[src/rtl/lpc_gate_pkg.sv]
`timescale 1ns/1ps
package lpc_gate_pkg;
    localparam logic [3:0] LAD_START = 4'b0000;

    typedef enum logic [1:0] {
        ST_STANDBY = 2'd0,
        ST_ACTIVE  = 2'd1,
        ST_WRITING = 2'd2
    } gate_state_t;
endpackage

[src/rtl/lpc_rst_sync.sv]
`timescale 1ns/1ps
// Immediate assertion, release after STAGES clock edges.
module lpc_rst_sync #(
    parameter int STAGES = 2
)(
    input  logic clk,
    input  logic init_n,
    input  logic rst_n,
    output logic rst_o
);
    logic             rst_raw;
    logic [STAGES-1:0] chain;

    assign rst_raw = ~(init_n & rst_n);

    always_ff @(posedge clk or posedge rst_raw) begin
        if (rst_raw) chain <= '1;
        else         chain <= {chain[STAGES-2:0], 1'b0};
    end

    assign rst_o = chain[STAGES-1];
endmodule

[src/rtl/lpc_start_detect.sv]
`timescale 1ns/1ps
module lpc_start_detect
    import lpc_gate_pkg::*;
(
    input  logic       clk,
    input  logic       rst,
    input  logic       ce_n,
    input  logic       lframe_n,
    input  logic [3:0] lad_in,
    output logic       start
);
    logic ce_q, lf_q, ok_q, ok_now;

    // Chip enable must lead the frame's first low clock by one edge.
    assign ok_now = lf_q ? ~ce_q : ok_q;
    assign start  = ~lframe_n & (lad_in == LAD_START) & ok_now;

    always_ff @(posedge clk) begin
        if (rst) begin
            ce_q <= 1'b1;
            lf_q <= 1'b1;
            ok_q <= 1'b0;
        end else begin
            ce_q <= ce_n;
            lf_q <= lframe_n;
            ok_q <= ok_now;
        end
    end
endmodule

[src/rtl/lpc_window_decode.sv]
`timescale 1ns/1ps
module lpc_window_decode #(
    parameter int                ADDR_W   = 32,
    parameter int                WIN_LSB  = 22,
    parameter logic [ADDR_W-1:0] MEM_BASE = 32'hFFC0_0000,
    parameter logic [ADDR_W-1:0] REG_BASE = 32'hFF80_0000,
    parameter int                TAG_W    = 4
)(
    input  logic [ADDR_W-1:0] addr,
    input  logic [TAG_W-1:0]  boot_tag,
    input  logic              tbl_n,
    input  logic              wp_n,
    output logic              mem_hit,
    output logic              reg_hit,
    output logic              boot_hit,
    output logic              blocked
);
    localparam logic [ADDR_W-1:0] WIN_MASK = {ADDR_W{1'b1}} << WIN_LSB;

    assign mem_hit  = ((addr ^ MEM_BASE) & WIN_MASK) == '0;
    assign reg_hit  = ((addr ^ REG_BASE) & WIN_MASK) == '0;
    assign boot_hit = &boot_tag;
    assign blocked  = boot_hit ? ~tbl_n : ~wp_n;
endmodule

[src/rtl/lpc_access_gate.sv]
`timescale 1ns/1ps
module lpc_access_gate
    import lpc_gate_pkg::*;
#(
    parameter int                ADDR_W      = 32,
    parameter int                WIN_LSB     = 22,
    parameter logic [ADDR_W-1:0] MEM_BASE    = 32'hFFC0_0000,
    parameter logic [ADDR_W-1:0] REG_BASE    = 32'hFF80_0000,
    parameter int                ARRAY_AW    = 18,
    parameter int                BOOT_AW     = 14,
    parameter int                SYNC_STAGES = 2
)(
    input  logic              clk,
    input  logic              ce_n,
    input  logic              lframe_n,
    input  logic [3:0]        lad_in,
    input  logic              init_n,
    input  logic              rst_n,
    input  logic              tbl_n,
    input  logic              wp_n,
    input  logic [ADDR_W-1:0] addr_in,
    input  logic              addr_vld,
    input  logic              op_req,
    input  logic              op_done,
    input  logic              cyc_end,
    input  logic              drv_req,
    output logic              cyc_start,
    output logic              mem_sel,
    output logic              reg_sel,
    output logic              op_grant,
    output logic              op_reject,
    output logic              op_abort,
    output logic              lad_oe,
    output logic              standby
);
    localparam int TAG_W = ARRAY_AW - BOOT_AW;

    gate_state_t      state_q, state_d;
    logic             rst_i, start_raw;
    logic             mem_hit, reg_hit, boot_hit, blocked;
    logic             mem_q, reg_q, grant_q, rej_q, abort_q;
    logic [TAG_W-1:0] tag_q;
    logic             in_write, frame_go, take_op, miss;

    lpc_rst_sync #(.STAGES(SYNC_STAGES)) u_rst (
        .clk(clk), .init_n(init_n), .rst_n(rst_n), .rst_o(rst_i)
    );

    lpc_start_detect u_start (
        .clk(clk), .rst(rst_i), .ce_n(ce_n), .lframe_n(lframe_n),
        .lad_in(lad_in), .start(start_raw)
    );

    lpc_window_decode #(
        .ADDR_W(ADDR_W), .WIN_LSB(WIN_LSB), .MEM_BASE(MEM_BASE),
        .REG_BASE(REG_BASE), .TAG_W(TAG_W)
    ) u_dec (
        .addr(addr_in), .boot_tag(tag_q), .tbl_n(tbl_n), .wp_n(wp_n),
        .mem_hit(mem_hit), .reg_hit(reg_hit), .boot_hit(boot_hit),
        .blocked(blocked)
    );

    assign in_write = (state_q == ST_WRITING);
    assign frame_go = start_raw & ~in_write;
    assign miss     = addr_vld & ~mem_hit & ~reg_hit;
    assign take_op  = (state_q == ST_ACTIVE) & ~frame_go & ~addr_vld
                    & op_req & mem_q;

    // Next-state logic
    always_comb begin
        state_d = state_q;
        unique case (state_q)
            ST_STANDBY: begin
                if (frame_go) state_d = ST_ACTIVE;
            end
            ST_ACTIVE: begin
                if (frame_go)     state_d = ST_ACTIVE;
                else if (miss)    state_d = ST_STANDBY;
                else if (take_op) state_d = blocked ? ST_STANDBY : ST_WRITING;
                else if (cyc_end) state_d = ST_STANDBY;
            end
            ST_WRITING: begin
                if (op_done) state_d = ST_STANDBY;
            end
            default: state_d = ST_STANDBY;
        endcase
    end

    // State register
    always_ff @(posedge clk) begin
        if (rst_i) state_q <= ST_STANDBY;
        else       state_q <= state_d;
    end

    // Cycle context and one-clock pulses
    always_ff @(posedge clk) begin
        if (rst_i) begin
            mem_q   <= 1'b0;
            reg_q   <= 1'b0;
            tag_q   <= '0;
            grant_q <= 1'b0;
            rej_q   <= 1'b0;
            abort_q <= in_write & ~op_done;
        end else begin
            grant_q <= take_op & ~blocked;
            rej_q   <= take_op & blocked;
            abort_q <= 1'b0;
            if (frame_go || state_d == ST_STANDBY) begin
                mem_q <= 1'b0;
                reg_q <= 1'b0;
            end else if (state_q == ST_ACTIVE && addr_vld) begin
                mem_q <= mem_hit;
                reg_q <= reg_hit;
                tag_q <= addr_in[ARRAY_AW-1:BOOT_AW];
            end
        end
    end

    // Outputs
    always_comb begin
        cyc_start = frame_go & ~rst_i;
        lad_oe    = drv_req & (state_q == ST_ACTIVE) & (mem_q | reg_q) & ~rst_i;
        standby   = (state_q == ST_STANDBY) & ce_n;
        mem_sel   = mem_q;
        reg_sel   = reg_q;
        op_grant  = grant_q;
        op_reject = rej_q;
        op_abort  = abort_q;
    end
endmodule

[config.mk]
export PLATFORM = sky130hd
export DESIGN_NAME = lpc_access_gate
export DESIGN_NICKNAME = d
export VERILOG_FILES = /design/src/rtl/lpc_gate_pkg.sv /design/src/rtl/lpc_rst_sync.sv /design/src/rtl/lpc_start_detect.sv /design/src/rtl/lpc_window_decode.sv /design/src/rtl/lpc_access_gate.sv
export SDC_FILE = /design/constraint.sdc
export NUM_CORES = 1
export LEC_CHECK = 0
export ABC_AREA = 1
export BUFFER_PORTS_ARGS = -buffer_cell sky130_fd_sc_hd__buf_2
export CORE_ASPECT_RATIO = 1.2
export CORE_MARGIN = 5
export CORE_UTILIZATION = 43
export DETAILED_ROUTE_END_ITERATION = 6
export PLACE_DENSITY = 0.83
export SYNTH_ARGS = -nofsm -noshare
export SYNTH_HDL_FRONTEND = slang
export SYNTH_SLANG_ARGS = --single-unit
export TNS_END_PERCENT = 1
[constraint.sdc]
create_clock -name clk -period 3.5 [get_ports clk]
set_clock_uncertainty 0.2 [all_clocks]
set_input_delay 0.175 -clock clk [delete_from_list [all_inputs] [get_ports clk]]
set_output_delay 0.175 -clock clk [all_outputs]
set_load 0.02 [all_outputs]
After elaboration in Yosys (flattened, before gate mapping)
Index checks and enable logic that the tools add are counted.
Storage, ports and cells
  register bits: 16
  bits in latches: 0
  RAM bits: 0
  ROM bits: 0
  input port bits: 48
  output and inout bits: 8
  word-level logic and storage cells: 67
  memories: 0
Cells by class
  add/sub/neg operators: 0
  multiply operators: 0
  divide/modulo/power cells: 0
  $lt $le $gt $ge: 0
  equal/unequal tests: 2
  shift operators: 0
  muxes and demuxes: 10
  bitwise operators: 34
  reduce and logical (&&, ||, !) cells: 10
Operator list (number)
  $logic_not A32 Y1: 2
  $and A1 B1 Y1: 18
  $mux W2: 7
  $not A1 Y1: 13
  $not A10 Y10: 1
  $not A9 Y9: 1
  $pmux W2 S3: 1
  $logic_not A2 Y1: 2
  $logic_not A4 Y1: 1
  $reduce_and A4 Y1: 1
  $eq A2 B1 Y1 const B: 1
  $eq A2 B2 Y1 const B: 1
  $mux W1: 2
  $reduce_and A2 Y1: 1
  $reduce_or A2 Y1: 1
  $logic_and A1 B1 Y1: 1
  $logic_or A1 B1 Y1: 1
  $or A1 B1 Y1: 1

Depth between registers and ports, before layout
  word-level depth: 17
  mapped depth: 12
  mapped depth without buffers: 12

By module
A second synthesis with hierarchy kept.
Unflattened totals
  cell total of the unflattened synthesis: 117
  area total of the unflattened synthesis: 834.6 um^2
Modules (own cells, without submodules)
  lpc_access_gate: times used 1, cells an instance 80, area an instance 585.6 um^2, sequential area each 220.2 um^2
  lpc_start_detect: times used 1, cells an instance 13, area an instance 107.6 um^2, sequential area each 60.1 um^2
  lpc_window_decode: times used 1, cells an instance 19, area an instance 77.6 um^2, sequential area each 0.0 um^2
  lpc_rst_sync: times used 1, cells an instance 5, area an instance 63.8 um^2, sequential area each 52.6 um^2

Least setup slack after synthesis
Ideal clock, no wire load.
  kind: flip-flop to flip-flop
  start: reg mem_q, in the netlist mem_sel
  end: reg tag_q[0]
  setup time: 0.110 ns
  arrival: 1.270 ns
  required time: 3.190 ns
  path slack: 1.920 ns
  stages on the path, launching flop included: 9
  path buffers: 0
  clock period less this slack: 1.580 ns
  cells stage by stage: dfxtp_1 and3b_1 nand3_4 a21oi_2 nand2_4 nand3_4 nand2_1 inv_1 nor2_1
Between the ends
  longest elaborated chain between the ends: 9
Ends and longest elaborated chain
  start: declaration: RTL line lpc_access_gate.sv:41  | logic mem_q, reg_q, grant_q, rej_q, abort_q;
  start signal: assignment: RTL line lpc_access_gate.sv:112  | mem_q <= mem_hit;
  $and A1 B1 Y1: RTL line lpc_access_gate.sv:67  | & op_req & mem_q;
  $mux W2: RTL line lpc_access_gate.sv:79  | else if (take_op) state_d = blocked ? ST_STANDBY : ST_WRITING;
  $mux W2: RTL line lpc_access_gate.sv:78  | else if (miss) state_d = ST_STANDBY;
  $mux W2: RTL line lpc_access_gate.sv:77  | if (frame_go) state_d = ST_ACTIVE;
  $pmux W2 S3: RTL line lpc_access_gate.sv:72  | unique case (state_q)
  $logic_not A2 Y1: RTL line lpc_access_gate.sv:108  | if (frame_go || state_d == ST_STANDBY) begin
  $logic_or A1 B1 Y1: RTL line lpc_access_gate.sv:108
  $not A1 Y1 (no line)
  $reduce_and A2 Y1 (no line)
  end signal: assignment: RTL line lpc_access_gate.sv:114  | tag_q <= addr_in[ARRAY_AW-1:BOOT_AW];
  end: declaration: RTL line lpc_access_gate.sv:42  | logic [TAG_W-1:0] tag_q;
No other way between the ends.
A chain may end at the register's enable or synchronous reset.

Worst setup path in the final report
  start: in lframe_n
  end: out cyc_start
Between the ends
  longest elaborated chain between the ends: 5
Ends and longest elaborated chain
  start: declaration: RTL line lpc_access_gate.sv:15  | input logic lframe_n,
  $not A1 Y1: RTL line lpc_start_detect.sv:16  | assign start = ~lframe_n & (lad_in == LAD_START) & ok_now;
  $and A1 B1 Y1 (2 in series): RTL line lpc_start_detect.sv:16
  $and A1 B1 Y1: RTL line lpc_access_gate.sv:64  | assign frame_go = start_raw & ~in_write;
  $and A1 B1 Y1: RTL line lpc_access_gate.sv:121  | cyc_start = frame_go & ~rst_i;
  end: declaration: RTL line lpc_access_gate.sv:27  | output logic cyc_start,
No other way between the ends.

==> impl_metrics.csv <==
group,metric,value,unit
outcome,status,"finished clean",
floorplanning,io_pins,56,
layout,diodes,0,
placed_design,place.gp.congestion,0.689,
cts,cts.path.max_buffers,2,
synthesis,synthTopCellsByCount,"inv_1 (25), nand2_1 (20), nor2_1 (16)",
synthesis,synth_cell_types,24,
synthesis,synth_ff_type,"dfxtp_1",
synthesis,synth_area_leaders,"dfxtp_1 (35%), inv_1 (12%), nand2_1 (9.4%), nor2_1 (7.5%), dfstp_2 (6.6%)",
floorplanning,die_w,49.4,microns
sta,finalMaxSlewViolations,0,
cts,cts_root_buf,"clkbuf_4",
synthesis,syn_area_per_cell,7.23,sq um
synthesis,synth-async-reset-ratio,0.125,
global_route,grt_pass1_vias,766,
layout,layout-drive-gt1-share,0.344,
placed_design,place_hpwl,1410,microns
critical_path,arrival,1690,ps
floorplanning,die_area,0.00283,sq mm
routing,num_vias,829,
cts,numCtsBuffers,3,
synthesis,synth_warnings,0,
layout,fill_cells,164,
routing,avgRoutedWirePerCell,9.99,microns
sta,finalHoldViolCount,0,
power_and_ir_drop,power,0.000330,W
sta,setup_viol,0,
global_route,grt_remaining_overflow,0,
sta,clock.fmax,484,MHz
sta,period_minus_slack,2070,ps
routing,vias_per_cell,4.71,
flow_run,drv_cap,0,
synthesis,syn_nets,159,
critical_path,start_kind,"primary input",
layout,syn_to_final_growth,36.3,%
cts,cts_max_level,1,
cts,cts_tree,"yes",
global_route,globalRouteTotalUtil,0.134,
critical_path,crit_fanout,7,
cts,cts-resized-gates,0,
layout,nets,206,
power_and_ir_drop,peakVddDrop,0.000216,V
synthesis,yosysTopAreaCell,"dfxtp_1",
cts,worstSkewPairLatency,290,ps
synthesis,synth.cell_area,802,sq um
global_route,grt_pass1_wl,3040,microns
floorplanning,rows,17,
global_route,antenna_found_initial,0,
synthesis,ys_seq_area_frac,0.415,
sta,finalSetupTns,0,ps
floorplanning,die_height,57.3,microns
placed_design,io_buffer_count,37,
floorplanning,initial_utilization,0.444,
routing,drtIter0Drc,17,
synthesis,synth_most_common_cell,"inv_1",
synthesis,syn_inst,111,
worst_hold_path,hold_path.class,"in -> reg",
sta,rsz0062_at_grt,"no",
floorplanning,coreArea,0.00181,sq mm
critical_path,required,3120,ps
power_and_ir_drop,power_leakage,0.581,nW
cts,cts.clk_slew.worst_paths,90,ps
synthesis,synth-edff-count,0,
power_and_ir_drop,p_per_area,302,mW/mm^2
critical_path,worst-setup-path-type,"in -> out",
routing,drtAntennaViolNets,0,
routing,drc,0,
sta,fin_crit_sh,0.590,
synthesis,synth-seq-cells,16,
synthesis,netlist.area_leader.share,0.349,
cts,cts_sinks,16,
global_route,grt_start_max_net_pins,10,
routing,drt_pass1_iterations,4,
critical_path,end_kind,"output pin",
routing,wl,1760,microns
[power by group]
group	switching (W)	internal (W)	leakage, nW
Combinational	0.0000161	0.0000211	0.432
Sequential	0.00000227	0.000186	0.134
Clock	0.0000602	0.0000444	0.0150
[metal layers]
metal,vias to the layer above,global-route usage,part of all wire
met5,-,0,0
met4,0,0.0674,0.025
met3,5,0.0183,0.084
met2,35,0.234,0.49
met1,359,0.157,0.40
li1,430,-,-
[metrics by stage]
stage / utilization / cell area [sq um] / hold slack [ps] / setup WS (ps) / cells
6_report: 0.605 / 1090 / 0.706 / 1430 / 176
5_1_grt: 0.605 / 1090 / 34.9 / 1330 / 176
3_3_place_gp: 0.557 / 1010 / 12.4 / 1970 / 166
2_1_floorplan: - / 802 / -76.3 / 1920 / 111
4_1_cts: 0.605 / 1090 / 6.45 / 1450 / 176
3_5_place_dp: 0.557 / 1010 / 21.5 / 1910 / 166
[flip-flops by register name (all words and copies together) (netlist names)]
| name | count |
|---|---|
| reg_sel | 1 |
| u_rst.chain | 2 |
| state_q | 2 |
| u_start.ok_q | 1 |
| op_grant | 1 |
| u_start.ce_q | 1 |
| op_reject | 1 |
| mem_sel | 1 |
| tag_q | 4 |
| u_start.lf_q | 1 |
| op_abort | 1 |
[worst paths after layout]
path	startpoint	end	slack [ps]	cells after the start
setup / recovery	lframe_n	cyc_start	1430	6
hold / removal	addr_in[15]	tag_q[1]	0.7	5
setup reg to reg	u_start.ce_q	tag_q[0]	1920	12
hold reg to reg	u_rst.chain[0]	u_rst.chain[1]	160	0
max in group asynchronous	rst_n	u_rst.chain[1]	2280	5
min in group asynchronous	init_n	u_rst.chain[0]	260	4
[timing repair]
item	CTS	global route
hold buffers	6	0
endpoints found under the hold margin	6	0
setup buffers	0	0
[cells in the final DEF, fill, tap and decap left out, drive strengths merged]
| cell | n |
|---|---|
| o21ai | 1 |
| conb | 1 |
| a22oi | 1 |
| nor2 | 20 |
| and3b | 1 |
| nand2 | 23 |
| a21oi | 4 |
| clkbuf | 4 |
| nand3 | 5 |
| nor3 | 4 |
| dfxtp | 14 |
| nand4 | 6 |
| dlygate4sd3 | 6 |
| buf | 37 |
| dfstp | 2 |
| nor3b | 1 |
| or2 | 1 |
| inv | 25 |
| o211ai | 1 |
[kinds of logic (layout without fill, tap and decap cells)]
logic type,after synthesis,after routing,synth area share
buffers and inverters,26,72,0.122
flip-flops,16,16,0.415
AND/OR/NAND/NOR,61,61,0.404
other,1,1,0.00468
AO/OA/AOI/OAI,7,7,0.0546
[layout make-up]
cell class	instances	area, sq um	area share
multi-input cells	69	372	0.340
well taps	19	23.8	0.0217
flip-flops and latches	16	333	0.304
inverters	25	93.8	0.0858
clock buffers	4	26.3	0.0240
repair buffers	43	245	0.224
[worst max-delay path, cell delays in order]
cell and delay, ps:
dlygate4sd3_1 530, buf_2 130, nor2_2 130, nand4_1 310, nor2_1 220, buf_2 190
(Power assumes the default switching activity.)
